$ cat src/rtl/tw_pkg.sv
package tw_pkg;
    typedef enum logic {
        DIR_WRITE = 1'b0,
        DIR_READ  = 1'b1
    } dir_e;

    typedef enum logic {
        SEL_A = 1'b0,
        SEL_B = 1'b1
    } sel_e;
endpackage

$ cat src/rtl/tw_sync_edge.sv
module tw_sync_edge #(
    parameter int               LINES = 3,
    parameter logic [LINES-1:0] IDLE  = '1
) (
    input  logic             clk,
    input  logic             rst_n,
    input  logic [LINES-1:0] async_in,
    output logic [LINES-1:0] level,
    output logic [LINES-1:0] rise,
    output logic [LINES-1:0] fall
);
    typedef struct packed {
        logic [LINES-1:0] meta;
        logic [LINES-1:0] stable;
        logic [LINES-1:0] prev;
    } sync_t;

    sync_t sync_d, sync_q;

    always_comb begin
        sync_d        = sync_q;
        sync_d.meta   = async_in;
        sync_d.stable = sync_q.meta;
        sync_d.prev   = sync_q.stable;
    end

    always_ff @(posedge clk or negedge rst_n) begin
        if (!rst_n) begin
            sync_q <= '{meta: IDLE, stable: IDLE, prev: IDLE};
        end else begin
            sync_q <= sync_d;
        end
    end

    for (genvar gi = 0; gi < LINES; gi++) begin : g_line
        assign rise[gi] = sync_q.stable[gi] & ~sync_q.prev[gi];
        assign fall[gi] = ~sync_q.stable[gi] & sync_q.prev[gi];
    end

    assign level = sync_q.stable;
endmodule

$ cat src/rtl/tw_frame_rx.sv
module tw_frame_rx
    import tw_pkg::*;
#(
    parameter int                ADDR_W        = 8,
    parameter int                DATA_W        = 24,
    parameter logic [ADDR_W-1:0] ADDR_A        = 8'h60,
    parameter logic [ADDR_W-1:0] ADDR_B        = 8'h62,
    parameter int                PERIOD_SWITCH = 4
) (
    input  logic              clk,
    input  logic              rst_n,
    input  logic              bclk_rise,
    input  logic              bclk_fall,
    input  logic              strobe_fall,
    input  logic              strobe_lvl,
    input  logic              data_lvl,
    output logic              wr_a,
    output logic              wr_b,
    output logic [DATA_W-1:0] wr_data,
    output logic              ld_status,
    output logic              ld_regb,
    output logic              rd_shift,
    output logic              rd_stop
);
    localparam int FRAME_W = ADDR_W + DATA_W;
    localparam int CNT_W   = $clog2(FRAME_W + 2);
    localparam logic [CNT_W-1:0] CNT_FULL   = CNT_W'(FRAME_W);
    localparam logic [CNT_W-1:0] CNT_OVER   = CNT_W'(FRAME_W + 1);
    localparam logic [CNT_W-1:0] CNT_ADDR   = CNT_W'(ADDR_W);
    localparam logic [CNT_W-1:0] CNT_SWITCH = CNT_W'(PERIOD_SWITCH);

    typedef struct packed {
        logic [CNT_W-1:0]   cnt;
        logic [FRAME_W-1:0] bits;
        logic               bad;
        logic               wr_a;
        logic               wr_b;
        logic               ld_s;
        logic               ld_b;
        logic               shift;
        logic               stop;
    } rx_t;

    rx_t rx_d, rx_q;

    logic [ADDR_W-1:0] addr;
    logic [ADDR_W-1:0] addr_base;
    dir_e              dir;
    logic              hit_a;
    logic              hit_b;

    always_comb begin
        addr      = rx_q.bits[ADDR_W-1:0];
        addr_base = {addr[ADDR_W-1:1], 1'b0};
        dir       = dir_e'(addr[0]);
        hit_a     = (addr_base == ADDR_A);
        hit_b     = (addr_base == ADDR_B);

        rx_d       = rx_q;
        rx_d.wr_a  = 1'b0;
        rx_d.wr_b  = 1'b0;
        rx_d.ld_s  = 1'b0;
        rx_d.ld_b  = 1'b0;
        rx_d.shift = 1'b0;
        rx_d.stop  = 1'b0;

        if (strobe_fall) begin
            // Frame boundary: close the old frame, open a new one.
            rx_d.stop = 1'b1;
            rx_d.cnt  = '0;
            rx_d.bad  = 1'b0;
            if (rx_q.cnt == CNT_FULL && !rx_q.bad && dir == DIR_WRITE) begin
                rx_d.wr_a = hit_a;
                rx_d.wr_b = hit_b;
            end
        end else if (bclk_rise) begin
            if (rx_q.cnt < CNT_FULL) begin
                rx_d.bits[rx_q.cnt[CNT_W-1:0]] = data_lvl;
                if (rx_q.cnt == '0 && strobe_lvl) begin
                    rx_d.bad = 1'b1;
                end
                if (rx_q.cnt >= CNT_SWITCH && !strobe_lvl) begin
                    rx_d.bad = 1'b1;
                end
            end
            if (rx_q.cnt != CNT_OVER) begin
                rx_d.cnt = rx_q.cnt + 1'b1;
            end
        end else if (bclk_fall) begin
            if (rx_q.cnt == CNT_ADDR) begin
                if (!rx_q.bad && dir == DIR_READ) begin
                    rx_d.ld_s = hit_a;
                    rx_d.ld_b = hit_b;
                end
            end else if (rx_q.cnt > CNT_ADDR) begin
                rx_d.shift = 1'b1;
            end
        end
    end

    always_ff @(posedge clk or negedge rst_n) begin
        if (!rst_n) begin
            rx_q     <= '0;
            rx_q.bad <= 1'b1;
        end else begin
            rx_q <= rx_d;
        end
    end

    assign wr_a      = rx_q.wr_a;
    assign wr_b      = rx_q.wr_b;
    assign wr_data   = rx_q.bits[FRAME_W-1:ADDR_W];
    assign ld_status = rx_q.ld_s;
    assign ld_regb   = rx_q.ld_b;
    assign rd_shift  = rx_q.shift;
    assign rd_stop   = rx_q.stop;

    // a commit request only follows a frame of exactly FRAME_W bits
    assert_commit_full_frame_R5 : assert property (@(posedge clk) disable iff (!rst_n)
        (rx_q.wr_a || rx_q.wr_b) |-> ($past(rx_q.cnt) == CNT_FULL));

    // parallel capture happens only once the address is complete
    assert_capture_at_addr_R7 : assert property (@(posedge clk) disable iff (!rst_n)
        (rx_q.ld_s || rx_q.ld_b) |-> (rx_q.cnt == CNT_ADDR));

    // a request never targets both registers
    assert_single_target_R3 : assert property (@(posedge clk) disable iff (!rst_n)
        $onehot0({rx_q.wr_a, rx_q.wr_b, rx_q.ld_s, rx_q.ld_b}));
endmodule

$ cat src/rtl/tw_regs.sv
module tw_regs
    import tw_pkg::*;
#(
    parameter int                DATA_W  = 24,
    parameter logic [DATA_W-1:0] RST_VAL = '0
) (
    input  logic              clk,
    input  logic              rst_n,
    input  logic              wr_a,
    input  logic              wr_b,
    input  logic [DATA_W-1:0] wr_data,
    input  logic              ld_status,
    input  logic              ld_regb,
    input  logic              rd_shift,
    input  logic              rd_stop,
    input  logic [DATA_W-1:0] status_word,
    output logic [DATA_W-1:0] reg_a,
    output logic [DATA_W-1:0] reg_b,
    output logic              sdo,
    output logic              sdo_en,
    output logic              commit,
    output logic              commit_sel
);
    typedef struct packed {
        logic [DATA_W-1:0] a;
        logic [DATA_W-1:0] b;
        logic [DATA_W-1:0] shreg;
        logic              active;
        logic              commit;
        sel_e              sel;
    } regs_t;

    regs_t regs_d, regs_q;

    always_comb begin
        regs_d        = regs_q;
        regs_d.commit = wr_a | wr_b;
        if (wr_a) begin
            regs_d.a   = wr_data;
            regs_d.sel = SEL_A;
        end
        if (wr_b) begin
            regs_d.b   = wr_data;
            regs_d.sel = SEL_B;
        end

        if (rd_stop) begin
            regs_d.active = 1'b0;
        end else if (ld_status) begin
            regs_d.shreg  = status_word;
            regs_d.active = 1'b1;
        end else if (ld_regb) begin
            regs_d.shreg  = regs_q.b;
            regs_d.active = 1'b1;
        end else if (rd_shift && regs_q.active) begin
            regs_d.shreg = {1'b1, regs_q.shreg[DATA_W-1:1]};
        end
    end

    always_ff @(posedge clk or negedge rst_n) begin
        if (!rst_n) begin
            regs_q <= '{a: RST_VAL, b: RST_VAL, shreg: '1, active: 1'b0,
                        commit: 1'b0, sel: SEL_A};
        end else begin
            regs_q <= regs_d;
        end
    end

    assign reg_a      = regs_q.a;
    assign reg_b      = regs_q.b;
    assign sdo        = regs_q.active ? regs_q.shreg[0] : 1'b1;
    assign sdo_en     = regs_q.active;
    assign commit     = regs_q.commit;
    assign commit_sel = regs_q.sel;

    // register A changes only after a write request for A
    assert_reg_a_hold_R4 : assert property (@(posedge clk) disable iff (!rst_n)
        (regs_q.a != $past(regs_q.a)) |-> $past(wr_a));

    // register B changes only after a write request for B
    assert_reg_b_hold_R4 : assert property (@(posedge clk) disable iff (!rst_n)
        (regs_q.b != $past(regs_q.b)) |-> $past(wr_b));

    // the commit strobe is never longer than one cycle
    assert_commit_pulse_R4 : assert property (@(posedge clk) disable iff (!rst_n)
        regs_q.commit |=> !regs_q.commit);

    // the output enable rises only after a parallel capture
    assert_oe_after_load_R7 : assert property (@(posedge clk) disable iff (!rst_n)
        $rose(regs_q.active) |-> $past(ld_status || ld_regb));
endmodule

$ cat src/rtl/tw_target.sv
module tw_target #(
    parameter int          ADDR_W        = 8,
    parameter int          DATA_W        = 24,
    parameter logic [7:0]  ADDR_A        = 8'h60,
    parameter logic [7:0]  ADDR_B        = 8'h62,
    parameter int          PERIOD_SWITCH = 4,
    parameter logic [23:0] RST_VAL       = 24'h0
) (
    input  logic              clk,
    input  logic              rst_n,
    input  logic              sio_clk,
    input  logic              sio_period,
    input  logic              sio_data_in,
    input  logic [DATA_W-1:0] status_word,
    output logic              sio_data_out,
    output logic              sio_data_oe,
    output logic [DATA_W-1:0] ctrl_a,
    output logic [DATA_W-1:0] ctrl_b,
    output logic              commit_stb,
    output logic              commit_sel
);
    localparam int LINES    = 3;
    localparam int LN_CLK   = 0;
    localparam int LN_STROBE = 1;
    localparam int LN_DATA  = 2;

    logic [LINES-1:0]  lvl, rise, fall;
    logic              wr_a, wr_b, ld_status, ld_regb, rd_shift, rd_stop;
    logic [DATA_W-1:0] wr_data;

    tw_sync_edge #(
        .LINES (LINES),
        .IDLE  ('1)
    ) u_sync (
        .clk      (clk),
        .rst_n    (rst_n),
        .async_in ({sio_data_in, sio_period, sio_clk}),
        .level    (lvl),
        .rise     (rise),
        .fall     (fall)
    );

    tw_frame_rx #(
        .ADDR_W        (ADDR_W),
        .DATA_W        (DATA_W),
        .ADDR_A        (ADDR_W'(ADDR_A)),
        .ADDR_B        (ADDR_W'(ADDR_B)),
        .PERIOD_SWITCH (PERIOD_SWITCH)
    ) u_rx (
        .clk         (clk),
        .rst_n       (rst_n),
        .bclk_rise   (rise[LN_CLK]),
        .bclk_fall   (fall[LN_CLK]),
        .strobe_fall (fall[LN_STROBE]),
        .strobe_lvl  (lvl[LN_STROBE]),
        .data_lvl    (lvl[LN_DATA]),
        .wr_a        (wr_a),
        .wr_b        (wr_b),
        .wr_data     (wr_data),
        .ld_status   (ld_status),
        .ld_regb     (ld_regb),
        .rd_shift    (rd_shift),
        .rd_stop     (rd_stop)
    );

    tw_regs #(
        .DATA_W  (DATA_W),
        .RST_VAL (DATA_W'(RST_VAL))
    ) u_regs (
        .clk         (clk),
        .rst_n       (rst_n),
        .wr_a        (wr_a),
        .wr_b        (wr_b),
        .wr_data     (wr_data),
        .ld_status   (ld_status),
        .ld_regb     (ld_regb),
        .rd_shift    (rd_shift),
        .rd_stop     (rd_stop),
        .status_word (status_word),
        .reg_a       (ctrl_a),
        .reg_b       (ctrl_b),
        .sdo         (sio_data_out),
        .sdo_en      (sio_data_oe),
        .commit      (commit_stb),
        .commit_sel  (commit_sel)
    );
endmodule

$ cat config.mk
export PLATFORM = sky130hd
export DESIGN_NAME = tw_target
export DESIGN_NICKNAME = d
export VERILOG_FILES = /design/src/rtl/tw_pkg.sv /design/src/rtl/tw_sync_edge.sv /design/src/rtl/tw_frame_rx.sv /design/src/rtl/tw_regs.sv /design/src/rtl/tw_target.sv
export SDC_FILE = /design/constraint.sdc
export NUM_CORES = 1
export LEC_CHECK = 0
export BUFFER_PORTS_ARGS = -buffer_cell sky130_fd_sc_hd__buf_2
export CELL_PAD_IN_SITES_DETAIL_PLACEMENT = 1
export CELL_PAD_IN_SITES_GLOBAL_PLACEMENT = 1
export CORE_MARGIN = 10
export CORE_UTILIZATION = 46
export CTS_CLUSTER_SIZE = 14
export DETAILED_ROUTE_END_ITERATION = 7
export GPL_ROUTABILITY_DRIVEN = 0
export PLACE_DENSITY_LB_ADDON = 0.1
export REMOVE_ABC_BUFFERS = 1
export SYNTH_ARGS = -nofsm -noshare
export SYNTH_HDL_FRONTEND = slang
export SYNTH_SLANG_ARGS = --single-unit
$ cat constraint.sdc
create_clock -name clk -period 2.9 [get_ports clk]
set_input_delay 0.145 -clock clk [delete_from_list [all_inputs] [get_ports clk]]
set_output_delay 0.145 -clock clk [all_outputs]
set_load 0.1 [all_outputs]
==> qor.yml <==
root_buffer: "sky130_fd_sc_hd__clkbuf_16"
drc_marker_count_from_the_first_detailed_route_iteration: 185
die_footprint_um2: 18200
ir_drop_mv: 0.400
min_to: "u_regs.regs_q[25]$_DFFE_PN1P_"
synth-main-ff-cell: "sky130_fd_sc_hd__dfrtp_1"
cts_setup_buffers: 0
grt_setup_unrepaired: "no"
quantity_of_i_o_buffers_inserted_on_ports: 80
synth_compound_area_share_pct: 3.70
final.min_clock_period_ns: 2.17
cellLeakagePower_nw: 3.23
postSynthCellCount: 492
yosys-top-cells-area: "sky130_fd_sc_hd__dfrtp_1 (39%), sky130_fd_sc_hd__mux2_2 (19%), sky130_fd_sc_hd__dfstp_2 (14%), sky130_fd_sc_hd__buf_4 (6.2%), sky130_fd_sc_hd__mux2i_1 (3.8%)"
hold_violations: 0
ctsResizeCount: 0
postSynth.asyncResetShare_pct: 100
synth_xor_area_share_pct: 0
cell_area_synth_um2: 6080
antenna_violations_before_repair: 0
cap_viol_max_count: 0
yosys_reg_bits: 128
run_status: "finished, final reports clean"
power.sequential.fraction_pct: 44.2
final_nets: 557
synthesis.yosys.warnings: 0
number_of_clock_sinks_seen_by_cts: 128
critical_path_required_ns: 3.20
synthDistinctLibCells: 40
synth_top_family_by_area: "multiplexers"
post-route-drc-count: 0
grt_first_pass_wirelength_um: 22900
synthTopCellsByCount: "sky130_fd_sc_hd__mux2_2 (100), sky130_fd_sc_hd__dfrtp_1 (95), sky130_fd_sc_hd__buf_4 (50)"
core.rowCount: 41
finalPower_mw: 4.27
min-delay-path-class: "primary input to flip-flop"
area_delta_synth_final_pct: 14.4
min_delay_path_depth: 4
power_density_nw_per_um2: 614
netSwitchingFraction_pct: 20.7
timing.critical_path.from_type: "flip-flop"
cts_tree: "done"
die_h_um: 135
syn_avg_cell_area_um2: 12.4
tns_ns: 0
grt_usage_pct: 15.8
number_of_buffers_created_by_cts: 17
synth.area.mux_share_pct: 23.2
post-synth-top-count-cell: "sky130_fd_sc_hd__mux2_2"
yosys_top_cell_by_area: "sky130_fd_sc_hd__dfrtp_1"
antenna_violating_nets_post_route: 0
floorplan.io_pins: 81
timing.hold.worst.start: "status_word[22]"
antenna_cells_inserted: 0
core_region_um2: 12800
htreeDepth: 4
power_report.internal_total_mw: 3.39
starting_utilization_of_the_core_area_pct: 47.6
worstMarginPinSlew_ns: 1.23
p_clk_share_pct: 51.5
maxClockFrequency_ghz: 0.461
ff2ff_setup_slack_ns: 0.73
critical_path.max_fanout: 8
cp-end-kind: "flip-flop"
fin_crit_sh_pct: 74.7
via_per_inst: 5.39
place.detailed.hpwl_um: 9160
worstPathArrival_ns: 2.46
worst_setup_path_category: "flip-flop to flip-flop"
post_synthesis_simple_gate_area_fraction_pct: 10.1
share_comb_of_total_power_pct: 4.3
wl_um: 13900
die-width_um: 135
drive_above_1_share_pct: 48.4
synth.yosys.seq_area_share_pct: 53.4
synth_edf_count: 0
pin_count_of_the_biggest_net_entering_global_routing: 57
detailedRoute.firstPassIterationCount: 4
via_count: 3824
netSwitchingPower_mw: 0.884
finClkSkew_ns: 0.00639
setup_violations: 0
worstRegToRegCells: 5
netlist.area_leader.share_pct: 39.1
clockBufferDepth: 2
slew_headroom_pct: 17.8
slew_violations: 0
wl_per_cell_um: 19.6
worst_skew_pair.late_latency_ns: 0.42
synthAdderAreaFrac_pct: 0.823
grt_pass1_vias: 4194
clk_pin_slew_ns: 0.05
rr_startpoint: "u_rx.rx_q[39]$_DFFE_PN0P_"
overflow: 0
==> placed cells by master, fill, tap and decap left out, drive strengths merged, types with 9 or more instances in the layout <==
cell,synthesis,final
clkbuf,13,29
o21ai,27,27
mux2,105,105
dfrtp,95,95
nand2,28,28
dfstp,33,33
mux2i,23,23
buf,68,90
nand3b,9,9
nor4,34,34
==> worst max-delay path, cell delays in order, from the launching register on <==
cell,delay (ns)
sky130_fd_sc_hd__dfrtp_1,0.43
sky130_fd_sc_hd__inv_1,0.13
sky130_fd_sc_hd__ha_1,0.27
sky130_fd_sc_hd__nand3b_1,0.36
sky130_fd_sc_hd__nor4_1,0.47
sky130_fd_sc_hd__mux2_2,0.39
==> power groups by stage <==
stage               sequential, mW  combinational (mW)  clock [mW]
floorplan                     1.90              0.0941           0
global placement              1.91               0.175           0
detailed placement            1.92               0.183           0
CTS                           1.89               0.189        2.24
global route                  1.89               0.209        2.32
finish                        1.89               0.184        2.20
==> how the worst max path moves through the flow <==
stage / startpoint / cells past startpoint / to
floorplan: u_regs.sdo_en$_DFFE_PN0P_ / 3 / u_regs.regs_q[10]$_DFFE_PN1P_
CTS: u_rx.rx_q[39]$_DFFE_PN0P_ / 5 / flip-flop
finish: u_rx.rx_q[39]$_DFFE_PN0P_ / 5 / flip-flop
global route: u_rx.rx_q[39]$_DFFE_PN0P_ / 5 / flip-flop
detailed placement: u_rx.rx_q[39]$_DFFE_PN0P_ / 5 / flip-flop
global placement: u_rx.rx_q[39]$_DFFE_PN0P_ / 5 / flip-flop
==> metrics by stage <==
| stage | hold WS, ns | cells | utilization (%) | instance area, µm² | setup slack (ns) |
|---|---|---|---|---|---|
| 2_1_floorplan | -0.151 | 411 | - | 5570 | 0.229 |
| 3_3_place_gp | 0.131 | 673 | 49.3 | 6290 | 0.854 |
| 3_5_place_dp | 0.136 | 673 | 49.3 | 6290 | 0.762 |
| 4_1_cts | 0.0577 | 709 | 54.5 | 6960 | 0.741 |
| 5_1_grt | 0.0743 | 709 | 54.5 | 6960 | 0.586 |
| 6_report | 0.0683 | 709 | 54.5 | 6960 | 0.733 |
==> cells by family (layout without fill, tap and decap cells) <==
kind of cell	after synthesis	in the layout
muxes	128	128
DFF	128	128
and+or+nand+nor	104	104
buffers and inverters	87	132
AOI/OAI and AO/OA	41	41
adders and majority gates	4	4
==> area by class of cell <==
type,count,area (µm²)
fill,1305,5820
sequential,128,3240
multi-input combinational,277,2310
clock buffer,29,561
timing repair buffer,94,543
tap,172,215
clock inverter,3,65.1
inverter,6,22.5
==> routing by layer <==
metal / track usage, % / share of wire (%) / vias up
li1: - / - / 1776
met1: 19.0 / 45 / 1968
met2: 26.2 / 50 / 62
met3: 4.53 / 4.1 / 18
met4: 5.86 / 1.4 / 0
met5: 0 / 0 / -
==> timing repair <==
action,CTS,global route
setup endpoints to repair,0,0
hold buffers,4,0
endpoints found under the hold margin,26,0
Note: power is estimated with default switching activity, not from simulation.
